$ cat src/rtl/fbk_alu_pkg.sv
package fbk_alu_pkg;
  typedef enum logic [1:0] {
    OP_ADD = 2'b00,
    OP_SUB = 2'b01,
    OP_AND = 2'b10,
    OP_OR  = 2'b11
  } alu_op_e;
endpackage

$ cat src/rtl/fbk_operand_mux.sv
module fbk_operand_mux #(
  parameter int W = 16
) (
  input  logic [W-1:0] ext_i,
  input  logic [W-1:0] fbk_i,
  input  logic         use_fbk_i,
  output logic [W-1:0] opnd_o
);
  always_comb begin
    if (use_fbk_i) opnd_o = fbk_i;
    else           opnd_o = ext_i;
  end
endmodule

$ cat src/rtl/fbk_alu_core.sv
module fbk_alu_core
  import fbk_alu_pkg::*;
#(
  parameter int W = 16
) (
  input  logic [W-1:0] a_i,
  input  logic [W-1:0] b_i,
  input  alu_op_e      op_i,
  output logic [W-1:0] y_o
);
  always_comb begin
    unique case (op_i)
      OP_ADD:  y_o = a_i + b_i;
      OP_SUB:  y_o = a_i - b_i;
      OP_AND:  y_o = a_i & b_i;
      OP_OR:   y_o = a_i | b_i;
      default: y_o = '0;
    endcase
  end
endmodule

$ cat src/rtl/fbk_result_reg.sv
module fbk_result_reg #(
  parameter int W = 16
) (
  input  logic         clk,
  input  logic         rst,
  input  logic [W-1:0] d_i,
  output logic [W-1:0] q_o
);
  always_ff @(posedge clk) begin
    if (rst) q_o <= '0;
    else     q_o <= d_i;
  end

  // Reset seen at the last rising edge must leave the register cleared.
  logic rst_seen;
  always_ff @(posedge clk) rst_seen <= rst;

  always @(negedge clk) begin
    if (rst_seen === 1'b1)
      AST_RST_CLEAR: assert (q_o == '0) else $error("result not cleared after reset");
  end
endmodule

$ cat src/rtl/fbk_alu_path.sv
module fbk_alu_path
  import fbk_alu_pkg::*;
#(
  parameter int W = 16
) (
  input  logic         clk,
  input  logic         rst,
  input  logic [W-1:0] ext_a,
  input  logic [W-1:0] ext_b,
  input  logic         a_from_res,
  input  logic         b_from_res,
  input  logic [1:0]   op_sel,
  output logic [W-1:0] res_q
);
  localparam int NOPND = 2;

  logic [NOPND-1:0][W-1:0] ext_v;
  logic [NOPND-1:0]        sel_v;
  logic [NOPND-1:0][W-1:0] opnd;
  logic [W-1:0]            alu_y;

  assign ext_v = {ext_b, ext_a};
  assign sel_v = {b_from_res, a_from_res};

  for (genvar i = 0; i < NOPND; i++) begin : g_opnd
    fbk_operand_mux #(.W(W)) u_mux (
      .ext_i     (ext_v[i]),
      .fbk_i     (res_q),
      .use_fbk_i (sel_v[i]),
      .opnd_o    (opnd[i])
    );
  end

  fbk_alu_core #(.W(W)) u_alu (
    .a_i  (opnd[0]),
    .b_i  (opnd[1]),
    .op_i (alu_op_e'(op_sel)),
    .y_o  (alu_y)
  );

  fbk_result_reg #(.W(W)) u_res (
    .clk (clk),
    .rst (rst),
    .d_i (alu_y),
    .q_o (res_q)
  );

  // Register contents versus the operands present one edge earlier.
  AST_ADD_WRAP: assert property (@(posedge clk) disable iff (rst)
    (!$past(rst) && $past(op_sel) == 2'b00) |-> res_q == W'($past(opnd[0]) + $past(opnd[1])));
  AST_SUB_WRAP: assert property (@(posedge clk) disable iff (rst)
    (!$past(rst) && $past(op_sel) == 2'b01) |-> res_q == W'($past(opnd[0]) - $past(opnd[1])));
  AST_AND_BITS: assert property (@(posedge clk) disable iff (rst)
    (!$past(rst) && $past(op_sel) == 2'b10) |-> res_q == ($past(opnd[0]) & $past(opnd[1])));
  AST_OR_BITS: assert property (@(posedge clk) disable iff (rst)
    (!$past(rst) && $past(op_sel) == 2'b11) |-> res_q == ($past(opnd[0]) | $past(opnd[1])));
  AST_A_EXT_PATH: assert property (@(posedge clk) disable iff (rst)
    (!$past(rst) && !$past(a_from_res) && $past(op_sel) == 2'b10 && $past(ext_b) == '1)
      |-> res_q == $past(ext_a) || $past(b_from_res));
  AST_SELF_LOGIC_HOLD: assert property (@(posedge clk) disable iff (rst)
    (!$past(rst) && $past(a_from_res) && $past(b_from_res) && $past(op_sel[1]))
      |-> res_q == $past(res_q));
  AST_SELF_SUB_ZERO: assert property (@(posedge clk) disable iff (rst)
    (!$past(rst) && $past(a_from_res) && $past(b_from_res) && $past(op_sel) == 2'b01)
      |-> res_q == '0);
endmodule

$ cat config.mk
export PLATFORM = sky130hd
export DESIGN_NAME = fbk_alu_path
export DESIGN_NICKNAME = d
export VERILOG_FILES = /design/src/rtl/fbk_alu_pkg.sv /design/src/rtl/fbk_operand_mux.sv /design/src/rtl/fbk_alu_core.sv /design/src/rtl/fbk_result_reg.sv /design/src/rtl/fbk_alu_path.sv
export SDC_FILE = /design/constraint.sdc
export NUM_CORES = 1
export LEC_CHECK = 0
export BUFFER_PORTS_ARGS = -buffer_cell sky130_fd_sc_hd__buf_4
export CORE_MARGIN = 3
export CORE_UTILIZATION = 25
export DETAILED_ROUTE_END_ITERATION = 6
export PLACE_DENSITY_LB_ADDON = 0.2
export SLEW_MARGIN = 10
export SYNTH_ARGS = -nofsm -noshare
export SYNTH_HDL_FRONTEND = slang
export SYNTH_SLANG_ARGS = --single-unit
$ cat constraint.sdc
create_clock -name clk -period 5.8 [get_ports clk]
set_input_delay 0.87 -clock clk [delete_from_list [all_inputs] [get_ports clk]]
set_output_delay 0.87 -clock clk [all_outputs]
set_load 0.02 [all_outputs]
==> flow_summary_export.csv <==
group,metric,value,unit
critical_path,max_stage_delay,420,ps
synth,synth_nets,365,
floorplanning,start_util,26.1,%
cells_and_area,largest_reg_flops,16,
cells_and_area,post-route-util,31.8,%
synth,ys.warnings.count,0,
timing,fin_skew,5.51,ps
synth,synth_area,0.00231,mm²
timing,fin_crit_sh,69.6,%
pwr,p_per_area,314,mW/mm²
synth,synth.ff_latch_count,16,
worst_hold_path,min_path_type,"flip-flop to flip-flop",
cells_and_area,syn2layout_area_growth,22.2,%
floorplanning,die_h,102,µm
routing,drt_iter0_markers,184,
synth,seq_area_frac_synth,13.9,%
floorplanning,dieArea,0.0104,mm²
routing,avgViaCountPerCell,5.05,
clock_tree,cts.sinks,16,
grt,grt_overflow_total,0,
critical_path,critPathSlowestCell,"or3b_4",
timing,min_period,4040,ps
placed_design,gp_congestion,0.877,
timing,finalMaxSlewViolations,0,
grt,grt_start_max_net_pins,37,
clock_tree,clock_latency,260,ps
routing,drc,0,
critical_path,critical_path_buf_inv_count,1,
timing,fmax,0.248,GHz
critical_path,endpoint_kind,"flip-flop",
cells_and_area,top_regs,"u_res.q_o (16)",
clock_tree,ctsHoldBuffers,0,
critical_path,start_kind,"input pin",
synth,async_reset_ff_share,0,%
synth,synthCells,308,
grt,grt_pass1_wl,10800,µm
status,status,"completed",
grt,grt_pass1_vias,2143,
critical_path,critPathRequiredTime,5940,ps
pwr,power.leakage,1.25,nW
cells_and_area,largest_register,"u_res.q_o",
routing,detail-route-antenna-nets,0,
grt,gr-usage-all-layers,13.0,%
timing,worst_pin_slew,491,ps
clock_tree,h-tree-depth,1,
worst_hold_path,min_to,"u_res.q_o[15]",
critical_path,cp_max_fo,36,
clock_tree,cts-root-buf,"clkbuf_8",
critical_path,rr_startpoint,"u_res.q_o[1]",
timing,max_slew_margin,67.2,%
routing,wirelength,6820,µm
clock_tree,cts_buffer_depth,2,
run,maxCapViolCount,0,
pwr,peakVddDrop,0.0644,mV
cells_and_area,most-common-layout-cells,"buf_4 (53), nor2_1 (37), a21oi_1 (29)",
clock_tree,path_clk_slew,70,ps
cells_and_area,layout_commonest_cell,"buf_4",
synth,synth_ff_type,"dfxtp_1",
placed_design,dp_hpwl,5500,µm
timing,final-setup-viol-count,0,
floorplanning,core_area,0.00885,mm²
synth,synth-edff-count,0,
critical_path,r2r_slack,2490,ps
floorplanning,fp.dieW,102,µm
critical_path,cp_top_family,"simple AND/OR/NAND/NOR gates",
timing,grt_setup_unrepaired,"no",
placed_design,portBuffers,53,
clock_tree,cts_tree,"yes",
clock_tree,postCtsSetupBuffers,0,
critical_path,crit_chain,"buf_4 -> mux2i_1 -> ha_1 -> or3b_4 -> nand2_1 -> xor2_1 -> ha_1 -> and2_1 -> and3_1 -> a211oi_1 -> o21ai_0 -> a31oi_1 -> xor2_1 -> o21ai_0",
routing,first_pass_iters,4,
clock_tree,post_cts_resized,0,
worst_hold_path,worstHoldStart,"u_res.q_o[15]",
worst_hold_path,hold_path_depth,2,
routing,vias,2330,
timing,timing.final.hold_violations,0,
timing,setup_slack,1760,ps
synth,synth_cell_types,48,
critical_path,reg2reg_depth,13,
cells_and_area,fill_cells,943,
critical_path,cp.arrival,4180,ps
floorplanning,rows,34,
clock_tree,cts_made_buffers,3,
critical_path,critical_path_class,"input pin to flip-flop",
cells_and_area,finalNetCount,411,
critical_path,rr_endpoint,"u_res.q_o[14]",
cells_and_area,layout-drive-gt1-share,24.1,%
floorplanning,ios,54,
placed_design,dp_slack,1530,ps
synth,syn_avg_cell_area,7.49,µm²
routing,post_drt_wl_per_cell,14.8,µm
grt,antenna_found_initial,0,
cells_and_area,diodes,0,
timing,fin_setup_tns,0,ps
-- worst register-to-register path: cells and delay by family, from the launching register on --
family / cells / cell delay [ps]
adders and majority gates: 2 / 550
muxes: 1 / 290
AOI/OAI and AO/OA: 4 / 810
xor gates and xnor gates: 2 / 340
and+or+nand+nor: 4 / 880
DFF: 1 / 350
-- metal layers --
layer / track usage, % / share of wire, %
met4: 3.53 / 1.3
met1: 18.6 / 50
met2: 21.2 / 45
met3: 0.887 / 4.2
met5: 0 / 0
-- cells in the mapped netlist (2+ instances only) --
cell type / count / area [µm²]
or2_2: 4 / 25.0
o21a_1: 2 / 15.0
o31ai_1: 2 / 15.0
xnor2_1: 16 / 140
a21oi_1: 29 / 145
inv_1: 11 / 41.3
nor3_1: 13 / 65.1
nand3_1: 4 / 20.0
o21ai_0: 27 / 135
xor2_1: 12 / 105
o211ai_1: 2 / 15.0
mux2i_1: 14 / 140
nand2_1: 28 / 105
clkbuf_8: 2 / 27.5
o21bai_1: 2 / 15.0
nand2b_1: 2 / 12.5
nor2b_1: 2 / 12.5
clkbuf_1: 5 / 18.8
a21o_1: 3 / 22.5
a211oi_1: 8 / 60.1
buf_2: 3 / 15.0
dfxtp_1: 16 / 320
o221ai_1: 2 / 17.5
a31oi_1: 4 / 25.0
ha_1: 18 / 225
mux2_2: 17 / 191
o22ai_1: 2 / 12.5
nor2_1: 37 / 139
a21boi_0: 2 / 15.0
-- cells by family (layout without fill, tap and decap cells) --
family | count (synthesis) | after routing | share of synthesized area, %
AOI/OAI and AO/OA | 91 | 91 | 24.6
xor gates and xnor gates | 28 | 28 | 10.6
adders and majority gates | 20 | 20 | 11.1
buffers and inverters | 23 | 68 | 5.10
DFF | 16 | 16 | 13.9
muxes | 31 | 31 | 14.4
and+or+nand+nor | 99 | 99 | 20.3
-- final cells by class --
cell class	count	area [µm²]	area share (%)
flip-flops and latches	16	320	11.4
clock buffers	4	55.1	1.95
repair buffers	53	398	14.1
inverters	11	41.3	1.47
well taps	108	135	4.80
multi-input cells	269	1870	66.3
-- through the flow --
| step | power, mW | hold WS [ps] | cell area [µm²] | std cells |
|---|---|---|---|---|
| 2_1_floorplan | 0.619 | 654 | 2310 | 308 |
| 3_3_place_gp | 0.785 | 658 | 2760 | 457 |
| 3_5_place_dp | 0.780 | 646 | 2760 | 457 |
| 4_1_cts | 0.889 | 658 | 2820 | 461 |
| 5_1_grt | 0.968 | 693 | 2820 | 461 |
| 6_report | 0.885 | 647 | 2820 | 461 |
-- worst max-delay path by stage --
stage / startpoint / to / slack (ps) / cells past startpoint
final: b_from_res / u_res.q_o[14] / 1760 / 14
after floorplan: b_from_res / u_res.q_o[14] / 1520 / 17
after detailed placement: b_from_res / u_res.q_o[14] / 1530 / 14
after global routing: b_from_res / u_res.q_o[15] / 1560 / 14
after CTS: b_from_res / u_res.q_o[14] / 1800 / 14
after global placement: b_from_res / u_res.q_o[14] / 1590 / 14
-- power breakdown --
| group | switching, mW | internal, mW |
|---|---|---|
| logic | 0.339 | 0.268 |
| clock network | 0.0450 | 0.0604 |
| registers | 0.0351 | 0.138 |
(Power assumes the default switching activity.)
